### src/rtl/pmc_pkg.sv
package pmc_pkg;
  localparam int OUT_W = 5;
  typedef logic [OUT_W-1:0] outcome_t;

  localparam outcome_t OC_UNDEF   = 5'b00001;
  localparam outcome_t OC_TRAP_L2 = 5'b00010;
  localparam outcome_t OC_TRAP_L3 = 5'b00100;
  localparam outcome_t OC_MEM     = 5'b01000;
  localparam outcome_t OC_REG     = 5'b10000;

  typedef enum logic [1:0] {
    LVL_USER = 2'd0,
    LVL_KERN = 2'd1,
    LVL_HYP  = 2'd2,
    LVL_MON  = 2'd3
  } lvl_e;

  typedef struct packed {
    outcome_t oc;
    logic     hyp_reg;
  } verdict_t;

  typedef struct packed {
    lvl_e       lvl;
    logic       write;
    logic       l2_en;
    logic       l3_here;
    logic       ns;
    logic       ext;
    logic [1:0] own;
    logic       own_ext;
    logic       realm;
    logic       undef_prio;
    logic       dd_undef;
    logic       fgt_impl;
    logic       fgt_en;
    logic       fgt_rd;
    logic       fgt_wr;
    logic       coarse;
    logic [2:0] nv;
    logic       host;
  } ctx_t;
endpackage

### src/rtl/pmc_owner_gate.sv
module pmc_owner_gate
  import pmc_pkg::*;
(
  input  ctx_t ctx,
  output logic hard_undef,
  output logic late_hit,
  output logic late_undef
);
  logic mismatch;

  always_comb begin
    mismatch = ctx.l3_here &&
               (!ctx.own[0] ||
                (ctx.own[1] != ctx.ns) ||
                (ctx.realm && (ctx.own_ext != ctx.ext)));
    hard_undef = mismatch && ctx.undef_prio;
    late_hit   = mismatch;
    late_undef = ctx.dd_undef;
  end
endmodule

### src/rtl/pmc_primary_path.sv
module pmc_primary_path
  import pmc_pkg::*;
(
  input  ctx_t     ctx,
  input  logic     hard_undef,
  input  logic     late_hit,
  input  logic     late_undef,
  output verdict_t v
);
  logic fgt_bit;
  logic fgt_hit;
  logic coarse_hit;
  outcome_t late_oc;

  always_comb begin
    fgt_bit    = ctx.write ? ctx.fgt_wr : ctx.fgt_rd;
    fgt_hit    = ctx.l2_en && ctx.fgt_impl && (!ctx.l3_here || ctx.fgt_en) && fgt_bit;
    coarse_hit = ctx.l2_en && ctx.coarse;
    late_oc    = late_undef ? OC_UNDEF : OC_TRAP_L3;

    v.oc      = OC_UNDEF;
    v.hyp_reg = 1'b0;
    unique case (ctx.lvl)
      LVL_USER: v.oc = OC_UNDEF;
      LVL_KERN: begin
        if (hard_undef)          v.oc = OC_UNDEF;
        else if (fgt_hit)        v.oc = OC_TRAP_L2;
        else if (coarse_hit)     v.oc = OC_TRAP_L2;
        else if (late_hit)       v.oc = late_oc;
        else if (ctx.nv == 3'b111) v.oc = OC_MEM;
        else                     v.oc = OC_REG;
      end
      LVL_HYP: begin
        if (hard_undef)    v.oc = OC_UNDEF;
        else if (late_hit) v.oc = late_oc;
        else begin
          v.oc      = OC_REG;
          v.hyp_reg = ctx.host;
        end
      end
      LVL_MON: v.oc = OC_REG;
      default: v.oc = OC_UNDEF;
    endcase
  end
endmodule

### src/rtl/pmc_alias_path.sv
module pmc_alias_path
  import pmc_pkg::*;
(
  input  ctx_t     ctx,
  input  logic     hard_undef,
  input  logic     late_hit,
  input  logic     late_undef,
  output verdict_t v
);
  always_comb begin
    v.oc      = OC_UNDEF;
    v.hyp_reg = 1'b0;
    unique case (ctx.lvl)
      LVL_USER: v.oc = OC_UNDEF;
      LVL_KERN: begin
        if (ctx.nv == 3'b101) v.oc = OC_MEM;
        else if (ctx.nv[0])   v.oc = OC_TRAP_L2;
        else                  v.oc = OC_UNDEF;
      end
      LVL_HYP: begin
        if (!ctx.host)      v.oc = OC_UNDEF;
        else if (hard_undef) v.oc = OC_UNDEF;
        else if (late_hit)   v.oc = late_undef ? OC_UNDEF : OC_TRAP_L3;
        else                 v.oc = OC_REG;
      end
      LVL_MON: v.oc = ctx.host ? OC_REG : OC_UNDEF;
      default: v.oc = OC_UNDEF;
    endcase
  end
endmodule

### src/rtl/pmc_access_gate.sv
module pmc_access_gate
  import pmc_pkg::*;
#(
  parameter int          EC_W     = 6,
  parameter int          TGT_W    = 12,
  parameter logic [5:0]  TRAP_EC  = 6'h18,
  parameter logic [11:0] MEM_SLOT = 12'h828
) (
  input  logic             clk,
  input  logic             rst,
  input  logic             req_valid,
  input  logic             req_write,
  input  logic             req_alias,
  input  logic [1:0]       req_level,
  input  logic             l2_enabled,
  input  logic             l3_present,
  input  logic             sec_ns,
  input  logic             sec_ext,
  input  logic [1:0]       own_ctl,
  input  logic             own_ext,
  input  logic             realm_impl,
  input  logic             undef_prio,
  input  logic             dd_undef,
  input  logic             fgt_impl,
  input  logic             fgt_enable,
  input  logic             fgt_rd_trap,
  input  logic             fgt_wr_trap,
  input  logic             coarse_trap,
  input  logic [2:0]       nv_ctl,
  input  logic             host_mode,
  output logic             rsp_valid,
  output logic [OUT_W-1:0] rsp_outcome,
  output logic [EC_W-1:0]  rsp_class,
  output logic [TGT_W-1:0] rsp_target
);
  localparam logic [EC_W-1:0]  EC_VAL  = EC_W'(TRAP_EC);
  localparam logic [TGT_W-1:0] MEM_VAL = TGT_W'(MEM_SLOT);
  localparam logic [TGT_W-1:0] HYP_SEL = TGT_W'(1);

  ctx_t     ctx;
  logic     hard_undef, late_hit, late_undef;
  verdict_t v_pri, v_ali, v_sel;
  logic [EC_W-1:0]  class_d;
  logic [TGT_W-1:0] target_d;

  always_comb begin
    ctx.lvl        = lvl_e'(req_level);
    ctx.write      = req_write;
    ctx.l2_en      = l2_enabled;
    ctx.l3_here    = l3_present;
    ctx.ns         = sec_ns;
    ctx.ext        = sec_ext;
    ctx.own        = own_ctl;
    ctx.own_ext    = own_ext;
    ctx.realm      = realm_impl;
    ctx.undef_prio = undef_prio;
    ctx.dd_undef   = dd_undef;
    ctx.fgt_impl   = fgt_impl;
    ctx.fgt_en     = fgt_enable;
    ctx.fgt_rd     = fgt_rd_trap;
    ctx.fgt_wr     = fgt_wr_trap;
    ctx.coarse     = coarse_trap;
    ctx.nv         = nv_ctl;
    ctx.host       = host_mode;
  end

  pmc_owner_gate u_owner (
    .ctx        (ctx),
    .hard_undef (hard_undef),
    .late_hit   (late_hit),
    .late_undef (late_undef)
  );

  pmc_primary_path u_primary (
    .ctx        (ctx),
    .hard_undef (hard_undef),
    .late_hit   (late_hit),
    .late_undef (late_undef),
    .v          (v_pri)
  );

  pmc_alias_path u_alias (
    .ctx        (ctx),
    .hard_undef (hard_undef),
    .late_hit   (late_hit),
    .late_undef (late_undef),
    .v          (v_ali)
  );

  always_comb begin
    v_sel    = req_alias ? v_ali : v_pri;
    class_d  = (v_sel.oc == OC_TRAP_L2 || v_sel.oc == OC_TRAP_L3) ? EC_VAL : '0;
    if (v_sel.oc == OC_MEM)                    target_d = MEM_VAL;
    else if (v_sel.oc == OC_REG && v_sel.hyp_reg) target_d = HYP_SEL;
    else                                       target_d = '0;
  end

  always_ff @(posedge clk) begin
    if (rst) begin
      rsp_valid   <= 1'b0;
      rsp_outcome <= '0;
      rsp_class   <= '0;
      rsp_target  <= '0;
    end else begin
      rsp_valid <= req_valid;
      if (req_valid) begin
        rsp_outcome <= v_sel.oc;
        rsp_class   <= class_d;
        rsp_target  <= target_d;
      end
    end
  end
endmodule

### config.mk
export PLATFORM = sky130hd
export DESIGN_NAME = pmc_access_gate
export DESIGN_NICKNAME = d
export VERILOG_FILES = /design/src/rtl/pmc_pkg.sv /design/src/rtl/pmc_owner_gate.sv /design/src/rtl/pmc_primary_path.sv /design/src/rtl/pmc_alias_path.sv /design/src/rtl/pmc_access_gate.sv
export SDC_FILE = /design/constraint.sdc
export NUM_CORES = 1
export LEC_CHECK = 0
export BUFFER_PORTS_ARGS = -buffer_cell sky130_fd_sc_hd__buf_2
export CORE_MARGIN = 4
export CORE_UTILIZATION = 40
export DETAILED_ROUTE_END_ITERATION = 10
export PLACE_DENSITY = 0.79
export SYNTH_ARGS = -nofsm -noshare
export SYNTH_HDL_FRONTEND = slang
export SYNTH_SLANG_ARGS = --single-unit
export TNS_END_PERCENT = 50
### constraint.sdc
create_clock -name clk -period 2 [get_ports clk]
set_input_delay 0.2 -clock clk [delete_from_list [all_inputs] [get_ports clk]]
set_output_delay 0.2 -clock clk [all_outputs]
set_load 0.05 [all_outputs]
==> reports/qor.csv, run 1 <==
stage,metric,value,unit
status,status,"finished, final reports clean",
floorplan,fp-row-count,14,
timing,fin_crit_sh,68.4,%
layout,diodes,0,
clocking,cts_htree_levels,1,
floorplan,coreArea,1590,um^2
routing,avgViaCountPerCell,5.12,
power,power-per-cell-area,597,nW/um^2
synthesis,synth_cells,88,
timing,hold_viol_final,0,
routing,drc,0,
timing,holdWs,0.224,ns
grt,antenna_found_initial,0,
clocking,path_clk_slew,0.06,ns
timing,drv_slew,0,
grt,grt_use_total,14.5,%
critical_path,start_kind,input port,
routing,num_vias,753,
synthesis,syn_avg_cell_area,8.10,um^2
synthesis,synth_top_area_share,25.3,%
layout,regArea,180,um^2
clocking,cts.sinks,9,
timing,period_minus_slack,1.37,ns
critical_path,critPathMaxFanout,3,
layout,nets,150,
routing,wl_per_cell,12.3,um
clocking,cts_resized,0,
synthesis,synth_compound_area_share,28.8,%
clocking,cts-hold-fix-buffers,0,
floorplan,fp.dieW,50.2,um
timing,setup_viol,0,
timing,clock_skew,0,ns
min_path,hold_end,rsp_valid,
min_path,hp-class,in2reg,
layout,fill_cells,153,
grt,grt_pass1_wl,2900,um
routing,finalWirelength,1810,um
critical_path,path_class,in2reg,
layout,utilization,54.1,%
timing,worst_slack,0.633,ns
clocking,cts_tree,yes,
power,report.power.total,0.000514,W
clocking,clockBufferDepth,2,
critical_path,critical_path_arrival,1.52,ns
synthesis,ys_seq_elements,9,
grt,grt.overflow.total,0,
timing,worstMarginPinSlew,0.523,ns
synthesis,synth-adder-area-share,0,%
synthesis,synth.area.top_cells,"dfxtp_1 (25%), buf_4 (17%), a21oi_1 (4.2%), o21ai_0 (4.2%), nand2_1 (4.2%)",
critical_path,r2r_start,rsp_class[3],
synthesis,synth_warnings,0,
synthesis,synth-edff-count,0,
synthesis,synth.distinct_cells,33,
min_path,hold_depth,2,
critical_path,r2r_end,rsp_class[3],
critical_path,required,2.15,ns
clocking,clk_latency,0.25,ns
placed_design,pre_cts_slack,0.367,ns
placed_design,port_buffers,37,
layout,drive_above_1_share,37.4,%
min_path,hold_start,rst,
synthesis,synth-async-reset-ratio,0,%
synthesis,synthesis.area,713,um^2
routing,drt_iter0_drc,27,
placed_design,globalplace.congestion,0.777,
grt,grt_pass1_vias,695,
synthesis,ys_seq_area_share,25.3,%
routing,ant_nets,0,
clocking,post-cts-setup-buffers,0,
floorplan,fp.dieArea,2520,um^2
floorplan,start_util,44.7,%
power,leakage,0.421,nW
synthesis,synthMuxAreaShare,2.11,%
grt,grt_max_degree,12,
timing,relSlewSlack,64.3,%
synthesis,synth_ff_type,dfxtp_1,
floorplan,io_pins,50,
placed_design,post-dp-hpwl,1470,um
job,drv_cap,0,
routing,drtPass1Iterations,4,
synthesis,yosysTopAreaCell,dfxtp_1,
power,max-vdd-ir-drop,0.302,mV
layout,multi_input_area,422,um^2
layout,syn2layout_area_growth,20.9,%
clocking,root_buffer,clkbuf_4,
timing,rsz0062_at_grt,false,
critical_path,r2r_setup_slack,1.22,ns
clocking,cts_buffers,3,
synthesis,synth_top_family_by_area,compound AO/OA/AOI/OAI gates,
synthesis,synth-xor-area-share,2.46,%
timing,fin_setup_tns,0,ns
synthesis,synth_simple_gate_area_share,19.5,%
critical_path,reg2reg_depth,2,
critical_path,endpoint_kind,register,
floorplan,dieHeight,50.2,um
timing,fmax,731,MHz
==> cell usage after synthesis, types with 2 or more instances <==
master	n
a211oi_1	2
a21oi_1	6
buf_4	16
dfxtp_1	9
inv_1	5
nand2_1	8
nand2b_1	2
nor2_1	6
nor3_1	2
o211ai_1	2
o21ai_0	6
o311a_1	2
xnor2_1	2
==> where the power goes <==
part	switching (W)	leakage, nW	internal, W
Clock	0.0000626	0.0150	0.0000768
Combinational	0.000135	0.333	0.0000506
Sequential	0.00000315	0.0735	0.000186
==> worst max path at each step <==
stage              start            to  slack [ns]
6_report       req_write  rsp_class[3]        0.63
2_1_floorplan  req_write  rsp_class[3]        0.55
4_1_cts        req_write  rsp_class[3]        0.64
3_5_place_dp   req_write  rsp_class[3]        0.37
3_3_place_gp   req_write  rsp_class[3]        0.40
5_1_grt        req_write  rsp_class[3]        0.59
==> state kept, by name (all words and copies together) (netlist names) <==
register and flops:
rsp_class 1, rsp_outcome 5, rsp_valid 1, rsp_target 2
==> per-stage QoR <==
| stage | instances | area [um^2] |
|---|---|---|
| final | 147 | 862 |
| after global routing | 147 | 862 |
| after CTS | 147 | 862 |
| after detailed placement | 143 | 836 |
| after global placement | 143 | 836 |
| after floorplan | 99 | 754 |
==> logic make-up after synthesis <==
kind of cell    count (synthesis)
simple gates                   27
compound gates                 26
flops                           9
mux                             1
buf+inv                        22
xor+xnor                        2
other cells                     1
==> metal layers <==
metal / part of all wire (%) / vias up / GRT usage, % / wire, um
li1: - / 361 / - / -
met1: 39 / 340 / 16.2 / 705
met2: 51 / 52 / 26.3 / 920
met3: 10 / 0 / 3.25 / 187
met4: 0 / 0 / 5.53 / 0
met5: 0 / - / 0 / 0
==> layout by cell type (no fill, tap or decap) <==
master / Yosys / final
a2111oi_0: 1 / 1
a2111oi_4: 1 / 1
a211oi_1: 2 / 2
a21oi_1: 6 / 6
a31o_1: 1 / 1
a32o_2: 1 / 1
a32oi_1: 1 / 1
and2_1: 1 / 1
and2_2: 1 / 1
and3_1: 1 / 1
buf_2: 0 / 37
clkbuf_1: 0 / 1
clkbuf_4: 0 / 3
conb_1: 1 / 12
dfxtp_1: 9 / 9
inv_1: 5 / 5
mux2_4: 1 / 1
nand2_1: 8 / 8
nand2b_1: 2 / 2
nand3b_1: 1 / 1
nand4_1: 1 / 1
nor2_1: 6 / 6
nor3_1: 2 / 2
nor3b_1: 1 / 1
nor4_1: 1 / 1
o211ai_1: 2 / 2
o211ai_2: 1 / 1
o21ai_0: 6 / 6
o2bb2ai_1: 1 / 1
o311a_1: 2 / 2
o32ai_1: 1 / 1
or2b_2: 1 / 1
or4_1: 1 / 1
xnor2_1: 2 / 2
==> cell type report <==
cell class	instances	area share, %
sequential	9	20.9
tap	24	3.48
clock buffer	4	3.05
inverter	5	2.18
timing repair buffer	37	21.5
multi-input combinational	68	48.9
==> worst max-delay path: stages <==
cell and delay, ns:
buf_2 0.11, mux2_4 0.30, a32o_2 0.28, a2111oi_4 0.34
o21ai_0 0.12, a31o_1 0.18
Power figures use the tool's default switching activity.
==> inputs of run 2 (changes only) <==
clock period = 1.4 ns   (was 2 ns; I/O delays follow)
==> run 2 against run 1 <==
  * Power increased by 44%
  * Non-clock buffer count increased by 4
  * Via count increased by 1.1%
  * Critical path type unchanged
==> reports/qor.csv, run 2 (same netlist as run 1, synthesis figures left out) <==
stage,metric,value,unit,change
critical_path,reg2reg_depth,2,,unchanged
placed_design,post-dp-hpwl,1510,um,+2.6%
layout,diodes,0,,unchanged
critical_path,slowest_delay,0.33,ns,about the same
floorplan,coreArea,1590,um^2,unchanged
routing,wl_per_cell,11.7,um,-5.4%
routing,drt_iter0_drc,27,,unchanged
layout,final_cell_mix,"buf_2 (37), conb_1 (12), dfxtp_1 (9)",,
power,power-per-cell-area,832,nW/um^2,+39%
layout,syn2layout_area_growth,25.1,%,
timing,relSlewSlack,63.8,%,-0.46 points
timing,worstMarginPinSlew,0.529,ns,+0.00675 ns
critical_path,start_kind,input port,,
power,switchingPower,0.000287,W,+43%
clocking,path_clk_slew,0.06,ns,about the same
grt,antenna_found_initial,0,,unchanged
floorplan,start_util,44.7,%,unchanged
clocking,cts_resized,0,,unchanged
layout,final_cell_area,892,um^2,+3.5%
layout,layout_commonest_cell,buf_2,,
placed_design,pre_cts_slack,-0.148,ns,-0.515 ns
critical_path,required,1.56,ns,-0.59 ns
power,pwr-share-seq,36.3,%,-0.4 points
critical_path,r2r_start,rsp_class[3],,
clocking,cts_tree,yes,,
critical_path,r2r_setup_slack,0.65,ns,-0.57 ns
layout,fill_cells,156,,+2.0%
floorplan,io_pins,50,,unchanged
status,status,"finished, final reports clean",,
power,clock_power_share,26.9,%,-0.2 points
clocking,clk_latency,0.26,ns,about the same
grt,grt_pass1_vias,711,,+2.3%
layout,regMostFlops,rsp_outcome,,
min_path,hold_start,rst,,
critical_path,crit_chain,buf_2 -> mux2_4 -> a32o_2 -> a2111oi_4 -> o21ai_0 -> a31o_1,,
timing,fin_crit_sh,91.5,%,
routing,drtPass1Iterations,4,,unchanged
clocking,root_buffer,clkbuf_4,,
critical_path,critPathMaxFanout,3,,unchanged
clocking,clockBufferDepth,2,,unchanged
power,switching_share,38.7,%,-0.37 points
grt,grt_use_total,14.5,%,+0.070 points
timing,setup_viol,0,,unchanged
clocking,cts_htree_levels,1,,unchanged
routing,avgViaCountPerCell,5.04,,-1.6%
clocking,cts.sinks,9,,unchanged
placed_design,postPlaceCellArea,866,um^2,+3.6%
floorplan,fp.dieArea,2520,um^2,unchanged
routing,drc,0,,unchanged
timing,drv_slew,0,,unchanged
grt,grt.overflow.total,0,,unchanged
timing,rsz0062_at_grt,false,,
layout,largest_register_ffs,5,,unchanged
routing,num_vias,761,,+1.1%
clocking,cts_buffers,3,,unchanged
grt,grt_max_degree,12,,unchanged
critical_path,path_class,in2reg,,
layout,utilization,56.0,%,+1.9 points
layout,top_regs,"rsp_outcome: 5 flops, rsp_target: 2 flops",,
grt,grt_pass1_wl,2860,um,-1.2%
layout,nets,154,,+2.7%
power,power.internal,0.000455,W,+45%
timing,worst_slack,0.119,ns,-0.514 ns
critical_path,critical_path_arrival,1.44,ns,-0.08 ns
timing,period_minus_slack,1.28,ns,
floorplan,dieHeight,50.2,um,unchanged
min_path,hold_end,rsp_valid,,
floorplan,fp-row-count,14,,unchanged
power,comb_power_share,36.8,%,+0.7 points
min_path,hold_depth,2,,unchanged
timing,holdWs,0.166,ns,-0.0582 ns
critical_path,r2r_end,rsp_class[3],,
placed_design,port_buffers,37,,unchanged
placed_design,place_inst,147,,+2.8%
min_path,hp-class,in2reg,,
routing,finalWirelength,1760,um,-2.9%
clocking,post-cts-setup-buffers,0,,unchanged
routing,ant_nets,0,,unchanged
clocking,cts-hold-fix-buffers,0,,unchanged
power,max-vdd-ir-drop,0.613,mV,+100%
timing,fmax,781,MHz,
critical_path,cpMaxStageDelayCell,a2111oi_4,,
timing,clock_skew,0,ns,unchanged
floorplan,fp.dieW,50.2,um,unchanged
job,drv_cap,0,,unchanged
power,leakage,0.440,nW,+4.5%
placed_design,globalplace.congestion,0.803,,+3.4%
critical_path,endpoint_kind,register,,
timing,hold_viol_final,0,,unchanged
layout,final_cells,151,,+2.7%
layout,drive_above_1_share,39.4,%,+2.0 points
## run 2: changes by cell type in the layout (fill, tap and decap cells not counted), sizes merged
| cell | change |
|---|---|
| buf | +4 |
## run 2: worst max-delay path: cells and delay by family
kind | cells | cell delay [ns]
compound gates | 4 | 0.90
buf+inv | 1 | 0.10
mux | 1 | 0.29
## run 2: how the worst max path moves through the flow
stage | start | slack [ns] | end | cells past startpoint
floorplan | req_write | 0.009 | rsp_class[3] | 5
global placement | req_write | -0.14 | rsp_class[3] | 6
detailed placement | req_write | -0.15 | rsp_class[3] | 6
CTS | req_write | 0.13 | rsp_class[3] | 6
global route | req_write | 0.03 | rsp_class[3] | 6
finish | req_write | 0.12 | rsp_class[3] | 6
## run 2: power groups by stage
| stage | Combinational [W] | Clock [W] | Sequential, W |
|---|---|---|---|
| 3_3_place_gp | 0.000267 | 0 | 0.000275 |
| 2_1_floorplan | 0.000189 | 0 | 0.000309 |
| 5_1_grt | 0.000291 | 0.000226 | 0.000271 |
| 3_5_place_dp | 0.000271 | 0 | 0.000275 |
| 4_1_cts | 0.000272 | 0.000204 | 0.000269 |
| 6_report | 0.000273 | 0.000200 | 0.000269 |
## run 2: final cells by class
cell class	count	area, um^2	area share [%]
multi-input combinational	68	422	47.3
sequential	9	180	20.2
tap	24	30.0	3.37
inverter	5	18.8	2.10
clock buffer	4	26.3	2.95
timing repair buffer	41	215	24.1
## run 2: metal layers
metal | vias up | GRT usage (%) | wire length, um
li1 | 368 | - | -
met3 | 2 | 5.33 | 153
met5 | - | 0 | 0
met1 | 353 | 15.3 | 722
met4 | 0 | 5.07 | 4
met2 | 38 | 26.3 | 880
## run 2: metrics by stage
stage / power, W / TNS (ns)
floorplan: 0.000498 / 0
global placement: 0.000542 / -0.397
detailed placement: 0.000547 / -0.510
CTS: 0.000745 / 0
global route: 0.000788 / 0
finish: 0.000742 / 0
